===== src/rtl/gpio_bank_pkg.sv =====
package gpio_bank_pkg;

    typedef enum logic [1:0] {
        REG_CFG = 2'd0,
        REG_OE  = 2'd1,
        REG_OUT = 2'd2,
        REG_IN  = 2'd3
    } gpio_reg_e;

    typedef struct packed {
        logic      hit;
        logic      masked;
        gpio_reg_e kind;
    } gpio_dec_t;

endpackage


===== src/rtl/gpio_addr_decode.sv =====
module gpio_addr_decode
    import gpio_bank_pkg::*;
#(
    parameter int ADDR_W      = 8,
    parameter int NUM_PORTS   = 4,
    parameter int MASK_OFFSET = 128,
    localparam int PORT_W     = $clog2(NUM_PORTS)
) (
    input  logic [ADDR_W-1:0] addr,
    output gpio_dec_t         dec,
    output logic [PORT_W-1:0] port_idx
);
    // word select in [1:0], port in [PORT_W+1:2], register kind above it
    localparam int KIND_LSB  = 2 + PORT_W;
    localparam int FIELD_TOP = KIND_LSB + 2;
    localparam logic [ADDR_W-1:0] FIELD_BITS = ADDR_W'(((1 << FIELD_TOP) - 1) ^ 3);
    localparam logic [ADDR_W-1:0] ALIAS_BIT  = ADDR_W'(MASK_OFFSET);

    always_comb begin
        port_idx   = addr[2 +: PORT_W];
        dec.kind   = gpio_reg_e'(addr[KIND_LSB +: 2]);
        dec.masked = |(addr & ALIAS_BIT);
        dec.hit    = ((addr & ~(FIELD_BITS | ALIAS_BIT)) == '0)
                     && (int'(port_idx) < NUM_PORTS);
    end

endmodule


===== src/rtl/gpio_in_sync.sv =====
module gpio_in_sync #(
    parameter int WIDTH = 32
) (
    input  logic             clk,
    input  logic             rst_n,
    input  logic [WIDTH-1:0] d,
    output logic [WIDTH-1:0] q
);
    typedef struct packed {
        logic [WIDTH-1:0] meta;
        logic [WIDTH-1:0] stable;
    } sync_t;

    sync_t sync_d, sync_q;

    always_comb begin
        sync_d.meta   = d;
        sync_d.stable = sync_q.meta;
    end

    always_ff @(posedge clk or negedge rst_n) begin
        if (!rst_n) sync_q <= '0;
        else        sync_q <= sync_d;
    end

    assign q = sync_q.stable;

endmodule


===== src/rtl/gpio_port_regs.sv =====
module gpio_port_regs #(
    parameter int PINS = 8
) (
    input  logic            clk,
    input  logic            rst_n,
    input  logic            wr_cfg,
    input  logic            wr_oe,
    input  logic            wr_out,
    input  logic [PINS-1:0] wr_mask,
    input  logic [PINS-1:0] wr_val,
    output logic [PINS-1:0] cfg,
    output logic [PINS-1:0] oe,
    output logic [PINS-1:0] dout
);
    typedef struct packed {
        logic [PINS-1:0] cfg;
        logic [PINS-1:0] oe;
        logic [PINS-1:0] dout;
    } port_t;

    port_t st_d, st_q;

    function automatic logic [PINS-1:0] merge(input logic [PINS-1:0] old_v);
        return (old_v & ~wr_mask) | (wr_val & wr_mask);
    endfunction

    always_comb begin
        st_d = st_q;
        if (wr_cfg) st_d.cfg  = merge(st_q.cfg);
        if (wr_oe)  st_d.oe   = merge(st_q.oe);
        if (wr_out) st_d.dout = merge(st_q.dout);
    end

    always_ff @(posedge clk or negedge rst_n) begin
        if (!rst_n) st_q <= '0;
        else        st_q <= st_d;
    end

    assign cfg  = st_q.cfg;
    assign oe   = st_q.oe;
    assign dout = st_q.dout;

endmodule


===== src/rtl/gpio_bank_regs.sv =====
module gpio_bank_regs
    import gpio_bank_pkg::*;
#(
    parameter int ADDR_W      = 8,
    parameter int NUM_PORTS   = 4,
    parameter int PINS        = 8,
    parameter int DATA_W      = 32,
    parameter int MASK_OFFSET = 128
) (
    input  logic                      clk,
    input  logic                      rst_n,
    input  logic                      bus_sel,
    input  logic                      bus_wr,
    input  logic [ADDR_W-1:0]         bus_addr,
    input  logic [DATA_W-1:0]         bus_wdata,
    output logic [DATA_W-1:0]         bus_rdata,
    output logic                      bus_rvalid,
    input  logic [NUM_PORTS*PINS-1:0] pad_in,
    output logic [NUM_PORTS*PINS-1:0] pad_out,
    output logic [NUM_PORTS*PINS-1:0] pad_oe
);
    localparam int NPINS  = NUM_PORTS * PINS;
    localparam int PORT_W = $clog2(NUM_PORTS);

    typedef struct packed {
        logic              valid;
        logic [DATA_W-1:0] data;
    } rd_t;

    gpio_dec_t         dec;
    logic [PORT_W-1:0] port_idx;
    logic [NPINS-1:0]  pad_sync;
    logic              wr_go;
    logic [PINS-1:0]   wr_mask;
    logic [PINS-1:0]   wr_val;
    logic [PINS-1:0]   cfg_a [NUM_PORTS];
    logic [PINS-1:0]   oe_a  [NUM_PORTS];
    logic [PINS-1:0]   out_a [NUM_PORTS];
    logic              unused_wdata_hi;
    rd_t               rd_d, rd_q;

    gpio_addr_decode #(
        .ADDR_W(ADDR_W), .NUM_PORTS(NUM_PORTS), .MASK_OFFSET(MASK_OFFSET)
    ) u_dec (
        .addr(bus_addr), .dec(dec), .port_idx(port_idx)
    );

    gpio_in_sync #(.WIDTH(NPINS)) u_sync (
        .clk(clk), .rst_n(rst_n), .d(pad_in), .q(pad_sync)
    );

    assign wr_go           = bus_sel & bus_wr & dec.hit;
    assign wr_mask         = dec.masked ? bus_wdata[2*PINS-1:PINS] : '1;
    assign wr_val          = bus_wdata[PINS-1:0];
    assign unused_wdata_hi = ^bus_wdata[DATA_W-1:2*PINS];

    for (genvar g = 0; g < NUM_PORTS; g++) begin : g_port
        logic sel;
        assign sel = wr_go && (port_idx == PORT_W'(g));

        gpio_port_regs #(.PINS(PINS)) u_port (
            .clk    (clk),
            .rst_n  (rst_n),
            .wr_cfg (sel && (dec.kind == REG_CFG)),
            .wr_oe  (sel && (dec.kind == REG_OE)),
            .wr_out (sel && (dec.kind == REG_OUT)),
            .wr_mask(wr_mask),
            .wr_val (wr_val),
            .cfg    (cfg_a[g]),
            .oe     (oe_a[g]),
            .dout   (out_a[g])
        );

        assign pad_oe [g*PINS +: PINS] = cfg_a[g] & oe_a[g];
        assign pad_out[g*PINS +: PINS] = out_a[g];
    end

    always_comb begin
        rd_d.valid = bus_sel & ~bus_wr;
        rd_d.data  = '0;
        if (bus_sel && !bus_wr && dec.hit && !dec.masked) begin
            for (int i = 0; i < NUM_PORTS; i++) begin
                if (port_idx == PORT_W'(i)) begin
                    case (dec.kind)
                        REG_CFG: rd_d.data[PINS-1:0] = cfg_a[i];
                        REG_OE:  rd_d.data[PINS-1:0] = oe_a[i];
                        REG_OUT: rd_d.data[PINS-1:0] = out_a[i];
                        default: rd_d.data[PINS-1:0] = pad_sync[i*PINS +: PINS];
                    endcase
                end
            end
        end
    end

    always_ff @(posedge clk or negedge rst_n) begin
        if (!rst_n) rd_q <= '0;
        else        rd_q <= rd_d;
    end

    assign bus_rdata  = rd_q.data;
    assign bus_rvalid = rd_q.valid;

endmodule


===== config.mk =====
export PLATFORM = sky130hd
export DESIGN_NAME = gpio_bank_regs
export DESIGN_NICKNAME = d
export VERILOG_FILES = /design/src/rtl/gpio_bank_pkg.sv /design/src/rtl/gpio_addr_decode.sv /design/src/rtl/gpio_in_sync.sv /design/src/rtl/gpio_port_regs.sv /design/src/rtl/gpio_bank_regs.sv
export SDC_FILE = /design/constraint.sdc
export NUM_CORES = 1
export LEC_CHECK = 0
export CAP_MARGIN = 40
export CORE_MARGIN = 2
export CORE_UTILIZATION = 54
export CTS_CLUSTER_SIZE = 16
export DETAILED_ROUTE_END_ITERATION = 12
export GPL_ROUTABILITY_DRIVEN = 0
export PLACE_DENSITY = 0.85
export SYNTH_ARGS = -nofsm -noshare
export SYNTH_HDL_FRONTEND = slang
export SYNTH_SLANG_ARGS = --single-unit

===== constraint.sdc =====
create_clock -name clk -period 3.52 [get_ports clk]
set_input_delay 0.88 -clock clk [delete_from_list [all_inputs] [get_ports clk]]
set_output_delay 0.88 -clock clk [all_outputs]
set_load 0.02 [all_outputs]

==> impl_metrics.env, run 1 <==
export IMPL_clock_skew_ps=7.04
export IMPL_ys_types=30
export IMPL_io_buffers=132
export IMPL_area_delta_synth_final_pct=25.6
export IMPL_setup_tns_ps=0
export IMPL_htree_levels=4
export IMPL_swShare_pct=23.5
export IMPL_synth_fa_ha_area_share_pct=0
export IMPL_path_clk_slew_ps=60
export IMPL_synth_cells=573
export IMPL_cp_required_ps=3840
export IMPL_endpoint_kind="flip-flop"
export IMPL_grt_pass1_wl_um=27700
export IMPL_synthTopCellsByArea="dfrtp_1 (56%), mux2_2 (9.6%), mux4_2 (7.1%)"
export IMPL_antenna_found_initial=0
export IMPL_ctsResizeCount=0
export IMPL_p_leak_nw=4.27
export IMPL_cp_start_kind="input pin"
export IMPL_worst_pin_slew_ps=750
export IMPL_nNetsFinal=778
export IMPL_cts_hold_fix_buffers=0
export IMPL_fin_crit_sh_pct=77.4
export IMPL_synth_top_area_share_pct=55.6
export IMPL_syn_area_um2=7610
export IMPL_synth_compound_area_share_pct=2.07
export IMPL_synth_seq_cells=169
export IMPL_track_usage_pct=25.4
export IMPL_p_switching_mw=1.01
export IMPL_period_minus_slack_ps=2720
export IMPL_p_int_mw=3.27
export IMPL_drt_initial_drc_count=354
export IMPL_die_h_um=123
export IMPL_die_area_um2=15100
export IMPL_fmax_mhz=367
export IMPL_hpwl_um=12200
export IMPL_p_total_mw=4.28
export IMPL_synthSimpleGateAreaFrac_pct=13.1
export IMPL_start_util_pct=55.0
export IMPL_clk_latency_ps=430
export IMPL_cts_root_buf="clkbuf_16"
export IMPL_p_per_area_nw_per_um2=447
export IMPL_rows=43
export IMPL_vias_per_cell=5.57
export IMPL_postCtsSetupBuffers=0
export IMPL_n_antenna_cell=0
export IMPL_ys_seq_area_share_pct=55.6
export IMPL_slew_violations=0
export IMPL_max_slew_margin_pct=49.8
export IMPL_grt_overflow=0
export IMPL_core_area_um2=13800
export IMPL_drv_cap=0
export IMPL_arrival_ps=3040
export IMPL_grt_start_max_net_pins=79
export IMPL_final_hold_viol_count=0
export IMPL_io_pins=173
export IMPL_fin_util_pct=69.1
export IMPL_synth_xor_area_share_pct=0
export IMPL_seqPwrFrac_pct=48.4
export IMPL_grt_pass1_vias=5114
export IMPL_combPwrFrac_pct=9.4
export IMPL_power_share_clock_pct=42.3
export IMPL_critPathKind="input pin to flip-flop"
export IMPL_ant_nets=0
export IMPL_cts_tree="done"
export IMPL_setup_viol=0
export IMPL_peakVddDrop_uv=372
export IMPL_min_delay_path_class="flip-flop to flip-flop"
export IMPL_drc=0
export IMPL_worst_path_max_fanout=8
export IMPL_drive_above_1_share_pct=23.4
export IMPL_vias=4988
export IMPL_status="complete, no violations"
export IMPL_yosys_area_top_type="dfrtp_1"
export IMPL_clockBufferDepth=2
export IMPL_first_pass_iters=5
export IMPL_synth_area_mux_share_pct=24.8
export IMPL_wl_um=18200
export IMPL_die_x_um=123
export IMPL_yosysWarnings=0
export IMPL_drt_wirelength_per_cell_um=20.4
export IMPL_synth_top_family_by_area="multiplexers"
export IMPL_cts_sinks=169
export IMPL_syn_avg_cell_area_um2=13.3
export IMPL_numCtsBuffers=17
export IMPL_rsz0062_at_grt="no"
[power by group through the flow]
stage / Clock, mW / Combinational, mW / Sequential [mW]
final: 1.81 / 0.400 / 2.07
after global routing: 1.90 / 0.431 / 2.07
after CTS: 1.83 / 0.403 / 2.07
after detailed placement: 0 / 0.400 / 2.10
after global placement: 0 / 0.389 / 2.09
after floorplan: 0 / 0.219 / 2.11
[area by class of cell]
type	count	area (um2)
repair buffers	140	1390
clock inverters	11	124
multi-input cells	372	3130
flip-flops and latches	169	4230
fillers	908	4270
well taps	180	225
clock buffers	21	450
inverters	2	7.51
[critical path: stages]
cell and delay (ps):
clkdlybuf4s50_1 440, nor3_4 450, nand4_4 260, nor3_4 500
nand2_1 170, mux2_4 330
[layout by cell type (no fill, tap or decap), types with 16 or more instances in the layout]
| cell | n |
|---|---|
| and2_1 | 32 |
| clkbuf_16 | 17 |
| clkdlybuf4s50_1 | 129 |
| conb_1 | 24 |
| dfrtp_1 | 169 |
| mux2_2 | 65 |
| mux2_4 | 22 |
| mux2i_1 | 16 |
| mux4_2 | 24 |
| nand2_1 | 102 |
[worst paths after layout]
kind	from	end	slack, ps	cells after the start
min reg2reg	u_sync.sync_d[18]$_DFF_PN0_	u_sync.q[18]$_DFF_PN0_	350	0
max in group asynchronous	rst_n	async pin	2280	2
min in group asynchronous	rst_n	u_sync.sync_d[5]$_DFF_PN0_	430	1
max	bus_addr[1]	flip-flop	800	6
max reg2reg	flip-flop	bus_rdata[1]$_DFF_PN0_	2100	4
min	u_sync.sync_d[18]$_DFF_PN0_	u_sync.q[18]$_DFF_PN0_	350	0
[cells by family after synthesis]
family	after synthesis
flip-flops	169
other	1
AND/OR/NAND/NOR	183
buffers and inverters	55
multiplexers	138
AO/OA/AOI/OAI	27
[synthesized netlist by cell type, drive strengths merged]
| master | n |
|---|---|
| a211oi | 2 |
| a21oi | 3 |
| a31oi | 2 |
| and2 | 32 |
| and2b | 1 |
| buf | 40 |
| clkbuf | 13 |
| conb | 1 |
| dfrtp | 169 |
| inv | 2 |
| mux2 | 98 |
| mux2i | 16 |
| mux4 | 24 |
| nand2 | 102 |
| nand2b | 12 |
| nand3 | 2 |
| nand4 | 3 |
| nor2 | 13 |
| nor2b | 6 |
| nor3 | 12 |
| o211ai | 1 |
| o21ai | 11 |
| o22ai | 7 |
| o32ai | 1 |
[stage by stage]
step	hold WS [ps]	cells	area [um2]	worst slack [ps]
after detailed placement	335	863	8980	377
after CTS	349	895	9550	816
after floorplan	331	596	7690	1270
after global routing	352	895	9550	732
after global placement	331	863	8980	461
final	346	895	9550	796
[per-layer routing]
layer | share of wire [%] | routed length [um] | track usage [%]
met1 | 41 | 7440 | 32.9
met2 | 50 | 9110 | 40.4
met3 | 6.2 | 1120 | 6.13
met4 | 3.1 | 566 | 12.4
met5 | 0 | 0 | 0
Note: power is estimated with default switching activity, not from simulation.
==> inputs of run 2 (changes only) <==
--- a/config.mk
+++ b/config.mk
@@ -7,11 +7,11 @@
 export LEC_CHECK = 0
 export CAP_MARGIN = 40
 export CORE_MARGIN = 2
-export CORE_UTILIZATION = 54
+export CORE_UTILIZATION = 51
 export CTS_CLUSTER_SIZE = 16
 export DETAILED_ROUTE_END_ITERATION = 12
 export GPL_ROUTABILITY_DRIVEN = 0
-export PLACE_DENSITY = 0.85
+export PLACE_DENSITY = 0.81
 export SYNTH_ARGS = -nofsm -noshare
 export SYNTH_HDL_FRONTEND = slang
 export SYNTH_SLANG_ARGS = --single-unit
==> constraint.sdc (replaced) <==
create_clock -name clk -period 2.7 [get_ports clk]
set_input_delay 0.675 -clock clk [delete_from_list [all_inputs] [get_ports clk]]
set_output_delay 0.675 -clock clk [all_outputs]
set_load 0.02 [all_outputs]
==> run 2 against run 1 <==
  * Critical path type is now flip-flop to output pin
  * Combinational power grew 35%
  * Register-to-register slack worse by 850 ps
  * Worst setup slack worse by 380 ps
  * Utilization decreased by 1.5 points
  * Final area up 2.8%
  * Non-clock buffer count increased by 27
  * Hold slack got worse by 170 ps
  * Critical path depth fell by 4
  * Sequential cell count is the same
  * First-iteration DRC count is 15% higher
  * Wire length hardly changed
  * Final cell count increased by 3.4%
==> impl_metrics.env, run 2 (synthesis results as in run 1) <==
export IMPL_status="complete, no violations"
export IMPL_min_delay_path_class="input pin to async pin"
export IMPL_track_usage_pct=23.9
export IMPL_worst_path_max_fanout=3
export IMPL_critPathKind="flip-flop to output pin"
export IMPL_peakVddDrop_uv=590
export IMPL_die_area_um2=15900
export IMPL_place_area_um2=9230
export IMPL_hold_ws_ps=180
export IMPL_cts_tree="done"
export IMPL_io_pins=173
export IMPL_fin_crit_sh_pct=84.7
export IMPL_setup_viol=0
export IMPL_final_hold_viol_count=0
export IMPL_cts_sinks=169
export IMPL_fmax_mhz=437
export IMPL_die_x_um=126
export IMPL_fin_util_pct=67.6
export IMPL_n_antenna_cell=0
export IMPL_p_per_area_nw_per_um2=581
export IMPL_cp_start_kind="flip-flop"
export IMPL_p_leak_nw=4.43
export IMPL_cts_hold_fix_buffers=0
export IMPL_layout_cells_non_filler=925
export IMPL_path_delay_family="buffers and inverters"
export IMPL_htree_levels=4
export IMPL_area_delta_synth_final_pct=29.2
export IMPL_grt_overflow=0
export IMPL_final_cell_area_um2=9820
export IMPL_arrival_ps=1610
export IMPL_p_total_mw=5.71
export IMPL_setup_tns_ps=0
export IMPL_endpoint_kind="output pin"
export IMPL_die_h_um=126
export IMPL_multiInputGateArea_um2=3130
export IMPL_postCtsSetupBuffers=0
export IMPL_fillers=1022
export IMPL_antenna_found_initial=0
export IMPL_grt_pass1_wl_um=28800
export IMPL_clockBufferDepth=2
export IMPL_ant_nets=0
export IMPL_vias=5019
export IMPL_seq_area_um2=4230
export IMPL_clock_skew_ps=7.73
export IMPL_hpwl_um=12700
export IMPL_rsz0062_at_grt="no"
export IMPL_grt_start_max_net_pins=54
export IMPL_slew_violations=0
export IMPL_numCtsBuffers=17
export IMPL_slowest_stage="clkdlybuf4s50_1"
export IMPL_cts_root_buf="clkbuf_16"
export IMPL_period_minus_slack_ps=2290
export IMPL_vias_per_cell=5.43
export IMPL_wl_um=18200
export IMPL_drt_initial_drc_count=407
export IMPL_drc=0
export IMPL_drv_cap=0
export IMPL_setup_ws_ps=414
export IMPL_cp_required_ps=2030
export IMPL_core_area_um2=14500
export IMPL_drive_above_1_share_pct=26.5
export IMPL_final_cell_mix="dfrtp_1 (169), clkdlybuf4s50_1 (129), nand2_1 (102)"
export IMPL_layout_commonest_cell="dfrtp_1"
export IMPL_start_util_pct=52.3
export IMPL_nNetsFinal=805
export IMPL_crit_chain="and2_1 > clkdlybuf4s50_1"
export IMPL_ctsResizeCount=0
export IMPL_slowest_delay_ps=620
export IMPL_first_pass_iters=6
export IMPL_dp_slack_ps=77.4
export IMPL_grt_pass1_vias=5294
export IMPL_path_clk_slew_ps=70
export IMPL_drt_wirelength_per_cell_um=19.7
export IMPL_crit_buf_inv=1
export IMPL_dp_cells=894
export IMPL_clk_latency_ps=420
export IMPL_io_buffers=132
export IMPL_rows=44
[run 2: cell type report]
| cell class | count | share of cell area, % |
|---|---|---|
| tap | 184 | 2.34 |
| sequential | 169 | 43.0 |
| timing repair buffer | 167 | 16.5 |
| clock buffer | 17 | 4.33 |
| clock inverter | 14 | 1.77 |
| inverter | 2 | 0.0764 |
| multi-input combinational | 372 | 31.9 |
[run 2: worst paths after layout]
path	from	endpoint	slack, ps	cells after the start
min in group clk	u_sync.sync_d[11]$_DFF_PN0_	u_sync.q[11]$_DFF_PN0_	340	0
hold reg to reg	u_sync.sync_d[11]$_DFF_PN0_	u_sync.q[11]$_DFF_PN0_	340	0
hold / removal	rst_n	async pin	180	1
setup reg to reg	flip-flop	bus_rdata[1]$_DFF_PN0_	1250	4
setup / recovery	flip-flop	pad_oe[7]	410	2
max in group asynchronous	rst_n	async pin	1800	2
[run 2: worst register-to-register path: cells and delay by family (launching register included)]
family           cells  cell delay [ps]
flip-flops           1              400
AO/OA/AOI/OAI        2              330
multiplexers         1              450
AND/OR/NAND/NOR      1              150
[run 2: where the power goes]
group          total [mW]  internal [mW]  switching [mW]  leakage, nW
clock network        2.47           1.46            1.01        0.287
registers            2.70           2.64          0.0582         2.20
logic               0.541          0.258           0.283         1.94
[run 2: per-layer routing]
metal,GRT usage (%),wire length (um),up-vias
li1,-,-,2237
met1,31.3,7370,2548
met2,39.2,9260,205
met3,5.69,1250,29
met4,8.53,363,0
met5,0,0,-
